File: src/rtl/exc_seq_pkg.sv
package exc_seq_pkg;

    localparam int ADDR_W = 32;
    localparam int SEG_W  = 16;
    localparam int VEC_W  = 8;
    localparam int NSLOT  = 6;

    localparam logic [VEC_W-1:0] VEC_GP = 8'h0D;
    localparam logic [VEC_W-1:0] VEC_DF = 8'h08;

    typedef enum logic [2:0] {
        SL_OLD_SS = 3'd0,
        SL_OLD_SP = 3'd1,
        SL_FLAGS  = 3'd2,
        SL_CS     = 3'd3,
        SL_IP     = 3'd4,
        SL_ERR    = 3'd5
    } slot_e;

    typedef enum logic [1:0] {
        ST_IDLE,
        ST_RESOLVE,
        ST_PUSH,
        ST_DONE
    } state_e;

    typedef enum logic [1:0] {
        ACT_TAKE,
        ACT_TO_GP,
        ACT_TO_DF,
        ACT_ABORT
    } action_e;

    typedef struct packed {
        logic [1:0]        cpl;
        logic [SEG_W-1:0]  ss;
        logic [ADDR_W-1:0] sp;
        logic [ADDR_W-1:0] flags;
        logic [SEG_W-1:0]  cs;
        logic [ADDR_W-1:0] ip;
        logic [ADDR_W-1:0] new_sp;
    } frame_ctx_t;

    typedef struct packed {
        logic  valid;
        slot_e idx;
    } slot_pick_t;

    function automatic logic carries_err(input logic [VEC_W-1:0] v);
        return (v == 8'h08) || (v >= 8'h0A && v <= 8'h0E);
    endfunction

    function automatic slot_pick_t pick_after(input logic [NSLOT-1:0] mask,
                                              input int unsigned       from,
                                              input logic              inclusive);
        slot_pick_t p;
        p.valid = 1'b0;
        p.idx   = SL_OLD_SS;
        for (int i = NSLOT - 1; i >= 0; i--) begin
            if (mask[i] && ((i > int'(from)) || (inclusive && i == int'(from)))) begin
                p.valid = 1'b1;
                p.idx   = slot_e'(i[2:0]);
            end
        end
        return p;
    endfunction

endpackage

File: src/rtl/exc_gate_resolve.sv
module exc_gate_resolve
    import exc_seq_pkg::*;
(
    input  logic [VEC_W-1:0] vec,
    input  logic             escalated,
    input  logic             present,
    output action_e          action,
    output logic [SEG_W-1:0] redirect_err
);
    always_comb begin
        if (present)
            action = ACT_TAKE;
        else if (escalated)
            action = ACT_ABORT;
        else if (vec == VEC_GP)
            action = ACT_TO_DF;
        else
            action = ACT_TO_GP;
    end

    // selector index = failed vector, interrupt-table bit set, local/external clear
    assign redirect_err = {{(SEG_W-VEC_W-3){1'b0}}, vec, 3'b010};
endmodule

File: src/rtl/exc_frame_word.sv
module exc_frame_word
    import exc_seq_pkg::*;
(
    input  slot_e             slot,
    input  frame_ctx_t        ctx,
    input  logic [SEG_W-1:0]  err,
    input  logic              is32,
    output logic [ADDR_W-1:0] data
);
    logic [ADDR_W-1:0] raw;

    always_comb begin
        unique case (slot)
            SL_OLD_SS: raw = {{(ADDR_W-SEG_W){1'b0}}, ctx.ss};
            SL_OLD_SP: raw = ctx.sp;
            SL_FLAGS:  raw = ctx.flags;
            SL_CS:     raw = {{(ADDR_W-SEG_W){1'b0}}, ctx.cs};
            SL_IP:     raw = ctx.ip;
            default:   raw = {{(ADDR_W-SEG_W){1'b0}}, err};
        endcase
    end

    assign data = is32 ? raw : {{(ADDR_W-16){1'b0}}, raw[15:0]};
endmodule

File: src/rtl/exc_frame_seq.sv
module exc_frame_seq
    import exc_seq_pkg::*;
(
    input  logic              clk,
    input  logic              rst,
    input  logic              req_valid,
    input  logic [VEC_W-1:0]  req_vector,
    input  logic [SEG_W-1:0]  req_err,
    input  logic [1:0]        cur_cpl,
    input  logic [SEG_W-1:0]  cur_ss,
    input  logic [ADDR_W-1:0] cur_sp,
    input  logic [ADDR_W-1:0] cur_flags,
    input  logic [SEG_W-1:0]  cur_cs,
    input  logic [ADDR_W-1:0] cur_ip,
    input  logic [ADDR_W-1:0] new_sp,
    output logic [VEC_W-1:0]  gate_vec,
    input  logic              gate_present,
    input  logic              gate_is32,
    input  logic [1:0]        gate_dpl,
    output logic              wr_valid,
    input  logic              wr_ready,
    output logic [ADDR_W-1:0] wr_addr,
    output logic [ADDR_W-1:0] wr_data,
    output logic              wr_size32,
    output logic              done,
    output logic [ADDR_W-1:0] done_sp,
    output logic [VEC_W-1:0]  done_vector
);
    state_e            state_q;
    frame_ctx_t        ctx_q;
    logic [VEC_W-1:0]  vec_q;
    logic [SEG_W-1:0]  err_q;
    logic              esc_q;
    logic              is32_q;
    logic [NSLOT-1:0]  mask_q;
    slot_e             slot_q;
    logic [ADDR_W-1:0] sp_q;

    action_e           action;
    logic [SEG_W-1:0]  redirect_err;
    logic [ADDR_W-1:0] word;
    logic [ADDR_W-1:0] step_q;
    logic [ADDR_W-1:0] take_step;
    logic              take_switch;
    logic [NSLOT-1:0]  take_mask;
    slot_pick_t        first_pick;
    slot_pick_t        next_pick;

    exc_gate_resolve u_resolve (
        .vec          (vec_q),
        .escalated    (esc_q),
        .present      (gate_present),
        .action       (action),
        .redirect_err (redirect_err)
    );

    exc_frame_word u_word (
        .slot (slot_q),
        .ctx  (ctx_q),
        .err  (err_q),
        .is32 (is32_q),
        .data (word)
    );

    assign take_switch = (gate_dpl != ctx_q.cpl);
    assign take_step   = gate_is32 ? ADDR_W'(4) : ADDR_W'(2);
    assign step_q      = is32_q ? ADDR_W'(4) : ADDR_W'(2);

    always_comb begin
        take_mask            = '0;
        take_mask[SL_OLD_SS] = take_switch;
        take_mask[SL_OLD_SP] = take_switch;
        take_mask[SL_FLAGS]  = 1'b1;
        take_mask[SL_CS]     = 1'b1;
        take_mask[SL_IP]     = 1'b1;
        take_mask[SL_ERR]    = carries_err(vec_q);
    end

    assign first_pick = pick_after(take_mask, 0, 1'b1);
    assign next_pick  = pick_after(mask_q, int'(slot_q), 1'b0);

    always_ff @(posedge clk) begin
        if (rst) begin
            state_q <= ST_IDLE;
            ctx_q   <= '0;
            vec_q   <= '0;
            err_q   <= '0;
            esc_q   <= 1'b0;
            is32_q  <= 1'b0;
            mask_q  <= '0;
            slot_q  <= SL_OLD_SS;
            sp_q    <= '0;
        end else begin
            unique case (state_q)
                ST_IDLE: begin
                    if (req_valid) begin
                        ctx_q.cpl    <= cur_cpl;
                        ctx_q.ss     <= cur_ss;
                        ctx_q.sp     <= cur_sp;
                        ctx_q.flags  <= cur_flags;
                        ctx_q.cs     <= cur_cs;
                        ctx_q.ip     <= cur_ip;
                        ctx_q.new_sp <= new_sp;
                        vec_q        <= req_vector;
                        err_q        <= req_err;
                        esc_q        <= 1'b0;
                        state_q      <= ST_RESOLVE;
                    end
                end
                ST_RESOLVE: begin
                    unique case (action)
                        ACT_TAKE: begin
                            is32_q  <= gate_is32;
                            mask_q  <= take_mask;
                            slot_q  <= first_pick.idx;
                            sp_q    <= (take_switch ? ctx_q.new_sp : ctx_q.sp) - take_step;
                            state_q <= ST_PUSH;
                        end
                        ACT_TO_GP: begin
                            vec_q <= VEC_GP;
                            err_q <= redirect_err;
                        end
                        ACT_TO_DF: begin
                            vec_q <= VEC_DF;
                            err_q <= '0;
                            esc_q <= 1'b1;
                        end
                        default: begin
                            sp_q    <= ctx_q.sp;
                            state_q <= ST_DONE;
                        end
                    endcase
                end
                ST_PUSH: begin
                    if (wr_ready) begin
                        if (next_pick.valid) begin
                            slot_q <= next_pick.idx;
                            sp_q   <= sp_q - step_q;
                        end else begin
                            state_q <= ST_DONE;
                        end
                    end
                end
                default: state_q <= ST_IDLE;
            endcase
        end
    end

    assign gate_vec    = vec_q;
    assign wr_valid    = (state_q == ST_PUSH);
    assign wr_addr     = sp_q;
    assign wr_data     = word;
    assign wr_size32   = is32_q;
    assign done        = (state_q == ST_DONE);
    assign done_sp     = sp_q;
    assign done_vector = vec_q;

    // a pending write holds its content until accepted
    a_r6_hold_until_ready: assert property (@(posedge clk) disable iff (rst)
        wr_valid && !wr_ready |=> wr_valid && $stable(wr_addr) && $stable(wr_data) && $stable(wr_size32));

    // each following write sits one step below the previous one
    a_r5_step_down: assert property (@(posedge clk) disable iff (rst)
        wr_valid && wr_ready |=> !wr_valid ||
            (wr_addr == $past(wr_addr) - (wr_size32 ? ADDR_W'(4) : ADDR_W'(2))));

    // done is a single-cycle pulse and never overlaps a write
    a_r10_done_pulse: assert property (@(posedge clk) disable iff (rst)
        done |=> !done);
    a_r10_done_no_write: assert property (@(posedge clk) disable iff (rst)
        done |-> !wr_valid);

    // captured context stays frozen while a sequence runs
    a_r11_ctx_frozen: assert property (@(posedge clk) disable iff (rst)
        (state_q != ST_IDLE) |=> $stable(ctx_q));

    // the error word only appears for a vector of the error-code set
    a_r1_err_slot: assert property (@(posedge clk) disable iff (rst)
        wr_valid && (slot_q == SL_ERR) |-> carries_err(done_vector));

    // a 16-bit frame never carries upper data bits
    a_r4_narrow_data: assert property (@(posedge clk) disable iff (rst)
        wr_valid && !wr_size32 |-> (wr_data[ADDR_W-1:16] == '0));
endmodule

File: config.mk
export PLATFORM = sky130hd
export DESIGN_NAME = exc_frame_seq
export DESIGN_NICKNAME = d
export VERILOG_FILES = /design/src/rtl/exc_seq_pkg.sv /design/src/rtl/exc_gate_resolve.sv /design/src/rtl/exc_frame_word.sv /design/src/rtl/exc_frame_seq.sv
export SDC_FILE = /design/constraint.sdc
export NUM_CORES = 1
export LEC_CHECK = 0
export BUFFER_PORTS_ARGS = -buffer_cell sky130_fd_sc_hd__buf_2
export CORE_UTILIZATION = 27
export DETAILED_ROUTE_END_ITERATION = 16
export PLACE_DENSITY_LB_ADDON = 0.1
export SLEW_MARGIN = 20
export SYNTH_ARGS = -nofsm -noshare
export SYNTH_HDL_FRONTEND = slang
export SYNTH_SLANG_ARGS = --single-unit
File: constraint.sdc
create_clock -name clk -period 8.1 [get_ports clk]
set_input_delay 1.62 -clock clk [delete_from_list [all_inputs] [get_ports clk]]
set_output_delay 1.62 -clock clk [all_outputs]
set_load 0.01 [all_outputs]
* Yosys cells after proc, flatten, opt, wreduce, memory -nomap -nowiden
Cells that the tools add are included.
** Word-level totals
- Register bits :: 231
- Latch bits :: 0
- Bits in writable memories :: 0
- Bits in read-only memories :: 0
- Input bits :: 194
- Output and inout port bits :: 115
- Logic and storage cells :: 100
- Memories kept :: 0
** Cells by class
- Add/sub/neg operators :: 2
- Multiply operators :: 0
- Div/mod/pow operators :: 0
- $lt $le $gt $ge :: 7
- Equality and inequality tests :: 20
- Shifts and indexed selects :: 0
- Mux-type cells :: 36
- Bitwise logic cells :: 0
- Reduce and logical (&&, ||, !) cells :: 20
** Operators by type and width (count)
- $pmux W32 S5 :: 1
- $mux W32 :: 4
- $pmux W32 S2 :: 2
- $pmux W16 S2 :: 2
- $sub A32 B3 Y32 :: 2
- $pmux W8 S2 :: 2
- $mux W4 :: 5
- $eq A8 B4 Y1 const B :: 2
- $mux W16 :: 1
- $mux W3 :: 5
- $mux W2 :: 7
- $reduce_and A4 Y1 :: 3
- $ne A2 B2 Y1 const B :: 5
- $ge A8 B4 Y1 const B :: 1
- $le A8 B4 Y1 const B :: 1
- $mux W8 :: 1
- $eq A2 B2 Y1 const B :: 3
- $eq A3 B2 Y1 const B :: 2
- $gt A2 B3 Y1 const A :: 2
- $gt A3 B3 Y1 const A :: 2
- $logic_and A1 B1 Y1 :: 6
- $pmux W2 S3 :: 1
- $pmux W3 S2 :: 1
- $reduce_and A3 Y1 :: 2
- 16 further kinds :: 22

* Logic depth before layout (Yosys ltp)
Gate-level depths: netlist of the first run.
- Word-level depth :: 10
- Depth in mapped cells :: 16
- Depth with buffers taken out :: 13

* Hierarchy
Synthesis of the first run repeated with hierarchy kept, for this count alone.
** Second synthesis, totals
- Cell total of the unflattened synthesis :: 1706
- Area, all modules :: 12777.3 sq um
** Modules (own cells, without submodules)
- exc_frame_seq :: instances 1, cells an instance 1517, area each 11245.8 sq um, seq. area each 4564.4 sq um
- exc_frame_word :: instances 1, cells an instance 165, area each 1358.8 sq um, seq. area each 0.0 sq um
- exc_gate_resolve :: instances 1, cells an instance 24, area each 172.7 sq um, seq. area each 0.0 sq um

* Least setup slack after synthesis of the first run
No wires, ideal clock.
- Kind :: input-to-reg
- From :: in gate_dpl[1]
- To :: reg sp_q[31], in the netlist done_sp[31]
- Data arrival time :: 5091 ps
- Data required time :: 7956 ps
- Slack :: 2865 ps
- Stages on the path :: 15
- Cell sequence :: xor2_1 -> nor2_1 -> clkbuf_1 -> clkbuf_1 -> clkbuf_1 -> mux2i_1 -> ha_1 -> fa_1 -> nor4b_1 -> o2111ai_1 -> o21ai_1 -> nand3_1 -> o211a_1 -> o31ai_1 -> a31oi_1
** On the way
- Cells in the longest elaborated chain, start to end :: 5
** Ends and longest elaborated chain
- start, declared :: line exc_frame_seq.sv:19 : input logic [1:0] gate_dpl,
- $ne A2 B2 Y1 :: line exc_frame_seq.sv:65 : assign take_switch = (gate_dpl != ctx_q.cpl);
- $mux W32 :: line exc_frame_seq.sv:116 : sp_q <= (take_switch ? ctx_q.new_sp : ctx_q.sp) - take_step;
- $sub A32 B3 Y32 :: line exc_frame_seq.sv:116
- $pmux W32 S2 :: line exc_frame_seq.sv:111 : unique case (action)
- $pmux W32 S2 :: line exc_frame_seq.sv:94 : unique case (state_q)
- end signal, assigned :: line exc_frame_seq.sv:116
- end signal, assigned :: line exc_frame_seq.sv:129 : sp_q <= ctx_q.sp;
- end signal, assigned :: line exc_frame_seq.sv:138 : sp_q <= sp_q - step_q;
- end, declared :: line exc_frame_seq.sv:37 : logic [ADDR_W-1:0] sp_q;
Every way passes these cells.
A chain may end at the register's enable or synchronous reset.

* Final worst setup path of the first run
- From :: in gate_dpl[0]
- To :: reg sp_q[31], in the netlist done_sp[31]
The elaborated chain is that of the path after synthesis.

==> run_results.csv, run 1 <==
group,metric,value,unit
synth,yosysWarnings,0,
critical_path,path_cells,"buf_2, xnor2_1, nand2_1, buf_4, nand2_1, nand2_1, inv_1, fa_1, nor4b_1, o2111ai_1, o21ai_1, nand3_1, o211a_1, o31ai_1, a31oi_1",
floorplan,num_io_pins,309,
critical_path,rrSetupSlack,4180,ps
min_path,hold_depth,2,
detailed_routing,drt_wl_total,52.8,mm
layout,final_common_cell,"nand2_1",
sta,hold_viol_final,0,
critical_path,rr_endpoint,"done_sp[31]",
critical_path,arrival,5040,ps
detailed_routing,via_per_inst,5.14,
critical_path,crit_path_frequent_cell,"nand2_1",
critical_path,crit_fanout,32,
placement,gp_congestion,0.880,
floorplan,start_util,0.274,
sta,worst-slew-pin-transition,1080,ps
floorplan,dieArea,47200,um^2
sta,fmax,215,MHz
min_path,worstHoldStart,"ctx_q[78]",
layout,area_growth,21.4,%
synth,ys_seq_area_frac,0.365,
detailed_routing,vias,12990,
pwr,ir_drop,0.000172,V
layout,layout.cells.non_filler,2525,
min_path,min_to,"ctx_q[78]",
layout,final_util,0.333,
clock_tree,worst_skew_pair.late_latency,590,ps
sta,layout_min_cycle_time,4650,ps
outcome,status,"finished, final reports clean",
sta,fin_tns_setup,0,ps
critical_path,path_buf_inv,3,
synth,ys_types,73,
layout,layout-drive-gt1-share,0.213,
sta,timing.final.crit_share,0.573,
placement,dp_hpwl,38.1,mm
grt,grt_pass1_vias,12377,
critical_path,crit_family,"compound AO/OA/AOI/OAI gates",
sta,whs,452,ps
sta,final_max_slew_viol_count,0,
synth,avgSynthCellArea,7.31,um^2
floorplan,die_y,217,um
synth,synth_cells,1712,
clock_tree,cts_buffers,29,
synth,synth-seq-cells,228,
clock_tree,cts-resized-gates,0,
clock_tree,cts_setup_buffers,0,
layout,final_cell_mix,"nand2_1 (410), buf_2 (307), a21oi_1 (271)",
run,drv_cap,0,
synth,synth_nets,1917,
clock_tree,clock_sinks,228,
floorplan,rows,78,
clock_tree,htreeDepth,1,
clock_tree,cts_tree,"yes",
synth,synth_area,12500,um^2
critical_path,slowest_delay,420,ps
detailed_routing,dr.pass1.iters,7,
clock_tree,cts_hold_buf,0,
critical_path,required,8500,ps
synth,synthTopCellsByArea,"dfxtp_1 (36%), nand2_1 (12%), a21oi_1 (11%)",
sta,maxSlewHeadroom,0.276,
synth,synth_flop_cell,"dfxtp_1",
floorplan,core_region_area,45600,um^2
detailed_routing,ant_nets,0,
sta,rsz0062_at_grt,"false",
critical_path,reg2reg_from,"ctx_q[160]",
grt,grt_max_degree,88,
grt,antenna_found_initial,14,
synth,async_flop_share,0,
synth,synth_top_area_share,0.365,
grt,grt.total_usage,0.219,
floorplan,die_width,217,um
synth,synth.largest_area_cell,"dfxtp_1",
sta,setup_viol,0,
pwr,p_leak,6.27,nW
placement,preCtsSetupSlack,2940,ps
pwr,power.density,354,nW/um^2
critical_path,r2r_cells,14,
placement,io_buffers,308,
sta,setup_ws,3450,ps
detailed_routing,drtIter0Drc,1122,
critical_path,worstSetupPathType,"in -> reg",
critical_path,cp-end-kind,"flop",
sta,skew,13.7,ps
grt,grt_overflow_total,0,
clock_tree,clk_pin_slew_worst_paths,60,ps
min_path,hold_class,"reg -> reg",
grt,grt_pass1_wl,78.8,mm
critical_path,slowest_stage,"nand3_1",
detailed_routing,drc_errors,0,
placement,place_inst,2468,
layout,nFillCells,4957,
clock_tree,cts_root_buf,"clkbuf_16",
synth,synth-edff-count,0,
layout,final_nets,2104,
clock_tree,cts.path.max_buffers,3,
critical_path,start_kind,"input port",
detailed_routing,wl_per_cell,20.9,um
-- sequential cells by signal (all words and copies together) (netlist names) --
register	flops
ctx_q	162
done_sp	32
done_vector	8
err_q	16
esc_q	1
mask_q	3
slot_q	3
state_q	2
wr_size32	1
-- synth_stat cells, types with 9 or more instances --
library cell  instances
nor4_1               18
clkbuf_1            115
ha_1                  9
o211ai_1              9
inv_1                19
dfxtp_1             228
o22ai_1              14
mux4_2               10
buf_4                40
o31ai_1              11
or3_1                14
nor2_1              141
mux2i_1              58
and3_1               14
o21ai_0              60
nand2_1             411
or4_1                18
buf_1                12
nor3_1               31
a22oi_1              22
a21oi_1             271
a211oi_1             27
a31oi_1              13
nand3_1              23
-- power by group --
group          switching [W]  internal, W  leakage, nW
logic                0.00151     0.000811         3.91
clock network       0.000546     0.000820        0.488
registers           0.000322      0.00136         1.87
-- worst max-delay path by stage --
stage                           start     endpoint  depth (start not counted)
after floorplan           gate_dpl[1]  done_sp[31]                         15
after global placement    gate_dpl[0]  done_sp[31]                         15
after detailed placement  gate_dpl[0]  done_sp[31]                         15
after global routing      gate_dpl[0]  done_sp[31]                         15
final                     gate_dpl[0]  done_sp[31]                         15
after CTS                 gate_dpl[0]  done_sp[31]                         15
-- metal layers --
layer / vias up / track usage / routed length, um
li1: 6361 / - / -
met3: 74 / 0.0418 / 3600
met5: - / 0 / 122
met1: 6075 / 0.317 / 25000
met4: 20 / 0.0636 / 1340
met2: 460 / 0.324 / 22800
-- final cells by class --
class / count / area, um^2 / area share
Antenna cell: 3 / 7.51 / 0.000494
Clock buffer: 43 / 848 / 0.0559
Inverter: 19 / 71.3 / 0.00470
Sequential cell: 228 / 4570 / 0.301
Multi-Input combinational cell: 1293 / 7090 / 0.467
Timing Repair Buffer: 328 / 1700 / 0.112
Tap cell: 600 / 751 / 0.0494
Clock inverter: 11 / 150 / 0.00989
-- kinds of logic (layout without fill, tap and decap cells) --
kind of cell,count (synthesis),count (layout),share of synthesized area
AO/OA/AOI/OAI,482,482,0.226
XOR/XNOR,13,13,0.00910
adder cells (fa/ha/maj),11,11,0.0122
buffers and inverters,191,401,0.0703
flip-flops,228,228,0.365
multiplexers,71,71,0.0671
other,0,3,0
AND/OR/NAND/NOR,716,716,0.250
-- per-stage QoR --
step,total power [W],instance area [um^2]
floorplan,0.00323,12500
finish,0.00537,15200
global placement,0.00404,14200
CTS,0.00542,15200
global route,0.00575,15200
detailed placement,0.00404,14200
-- tightest hold or removal path, stage by stage (launching register included) --
cell and delay, ps:
dfxtp_1 300, nand2_1 50, a21oi_1 50
Power figures use the tool's default switching activity.
==> run 2: changes to the inputs <==
- clock period: 8.1 -> 4.35 ns (I/O delays scaled with it)
==> run 2 against run 1 <==
Compared with the run above: cell count up 1.0%; first-iteration DRC count down 5.2%; worst setup slack worse by 2700 ps; utilization up 0.53 points; critical path depth down 1; total power up 90%; routed wire length up 1.5%; clock power up 92%; combinational power up 91%; global-route usage up 0.32 points; largest cell class unchanged; largest power group unchanged; highest routed layer unchanged.
==> run_results.csv, run 2 (synthesized netlist as in run 1, its figures left out) <==
group,metric,value,unit
critical_path,start_kind,"input port",
min_path,hold_depth,2,
clock_tree,clock_sinks,228,
layout,final_cell_mix,"nand2_1 (410), buf_2 (307), a21oi_1 (271)",
detailed_routing,ant_nets,0,
floorplan,dieArea,47200,um^2
sta,maxSlewHeadroom,0.456,
clock_tree,cts_buffers,30,
layout,final_nets,2127,
critical_path,cp-end-kind,"flop",
pwr,p_leak,6.41,nW
floorplan,die_width,217,um
detailed_routing,via_per_inst,5.16,
outcome,status,"finished, final reports clean",
floorplan,rows,78,
grt,grt_overflow_total,0,
critical_path,worstSetupPathType,"in -> reg",
layout,layout.cells.non_filler,2551,
clock_tree,cts-resized-gates,0,
placement,place_inst,2490,
clock_tree,clk_pin_slew_worst_paths,60,ps
critical_path,arrival,4050,ps
placement,dp_hpwl,38.8,mm
clock_tree,htreeDepth,1,
critical_path,path_cells,"buf_2, xor2_1, buf_4, nor2_4, mux2i_1, ha_1, fa_1, nor4b_1, o2111ai_1, o21ai_1, nand3_1, o211a_1, o31ai_1, a31oi_1",
sta,fin_tns_setup,0,ps
layout,layout-drive-gt1-share,0.223,
layout,largest_reg_flops,162,
sta,layout_min_cycle_time,3620,ps
layout,nFillCells,4931,
sta,hold_viol_final,0,
sta,rsz0062_at_grt,"false",
floorplan,num_io_pins,309,
placement,gp_congestion,0.885,
sta,timing.final.crit_share,0.831,
min_path,hold_class,"reg -> reg",
sta,setup_viol,0,
critical_path,slowest_delay,450,ps
detailed_routing,drc_errors,0,
sta,fmax,277,MHz
floorplan,die_y,217,um
floorplan,core_region_area,45600,um^2
layout,area_growth,23.3,%
sta,whs,454,ps
clock_tree,cts_root_buf,"clkbuf_16",
detailed_routing,drt_wl_total,53.6,mm
clock_tree,cts_tree,"yes",
grt,grt_pass1_wl,79.6,mm
grt,grt_pass1_vias,12315,
detailed_routing,drtIter0Drc,1064,
grt,grt.total_usage,0.222,
sta,skew,17.7,ps
layout,max_flop_register,"ctx_q",
pwr,power.density,660,nW/um^2
grt,grt_max_degree,175,
placement,io_buffers,308,
sta,worst-slew-pin-transition,815,ps
critical_path,crit_fanout,9,
detailed_routing,vias,13155,
clock_tree,cts_hold_buf,0,
detailed_routing,dr.pass1.iters,5,
floorplan,start_util,0.274,
run,drv_cap,0,
layout,final_common_cell,"nand2_1",
sta,final_max_slew_viol_count,0,
clock_tree,worst_skew_pair.late_latency,570,ps
clock_tree,cts_setup_buffers,0,
grt,antenna_found_initial,20,
critical_path,slowest_stage,"nand3_1",
critical_path,r2r_cells,13,
clock_tree,cts.path.max_buffers,3,
pwr,ir_drop,0.000330,V
detailed_routing,wl_per_cell,21.0,um
critical_path,required,4780,ps
[run 2: cell types whose count changed in the layout (fill, tap and decap cells not counted), sizes merged]
| cell | delta |
|---|---|
| diode | +2 |
| clkinv | +1 |
| buf | +22 |
| bufinv | +1 |
[run 2: area by class of cell]
cell class              instances  area (um^2)  area share
multi-input cells            1293         7090       0.460
flip-flops and latches        228         4570       0.296
repair buffers                350         1890       0.122
clock buffers                  43          871      0.0564
well taps                     600          751      0.0487
clock inverters                13          174      0.0113
inverters                      19         71.3     0.00462
diodes                          5         12.5    0.000811
[run 2: path summary, 6_finish.rpt]
| check | from | end | slack (ps) |
|---|---|---|---|
| worst max register to register | ctx_q[160] | done_sp[31] | 790 |
| worst min-delay path | ctx_q[36] | ctx_q[36] | 450 |
| worst min register to register | ctx_q[36] | ctx_q[36] | 450 |
| worst max-delay path | gate_dpl[1] | done_sp[31] | 730 |
[run 2: where the power goes]
| group | internal (W) | leakage [nW] | switching [W] |
|---|---|---|---|
| Clock | 0.00162 | 0.511 | 0.00100 |
| Combinational | 0.00158 | 4.03 | 0.00284 |
| Sequential | 0.00254 | 1.87 | 0.000599 |
| Total | 0.00574 | 6.41 | 0.00445 |
[run 2: metal layers]
| metal | share of wire | vias up | global-route usage |
|---|---|---|---|
| li1 | - | 6407 | - |
| met1 | 0.47 | 6156 | 0.316 |
| met2 | 0.43 | 474 | 0.329 |
| met3 | 0.072 | 88 | 0.0573 |
| met4 | 0.024 | 30 | 0.0545 |
| met5 | 0.0037 | - | 0 |
[run 2: stage by stage]
step / worst slack (ps) / cell area [um^2] / utilization / power [W]
floorplan: 83.3 / 12500 / - / 0.00602
global placement: 345 / 14400 / 0.315 / 0.00759
detailed placement: 202 / 14400 / 0.315 / 0.00759
CTS: 770 / 15400 / 0.338 / 0.0103
global route: 519 / 15400 / 0.338 / 0.0109
finish: 735 / 15400 / 0.338 / 0.0102
[run 2: worst max-delay path: cells and delay by family]
kind / cells / cell delay (ps)
AOI/OAI and AO/OA: 5 / 1270
xor gates and xnor gates: 1 / 150
adders and majority gates: 2 / 420
buffers and inverters: 2 / 290
muxes: 1 / 200
and+or+nand+nor: 3 / 870
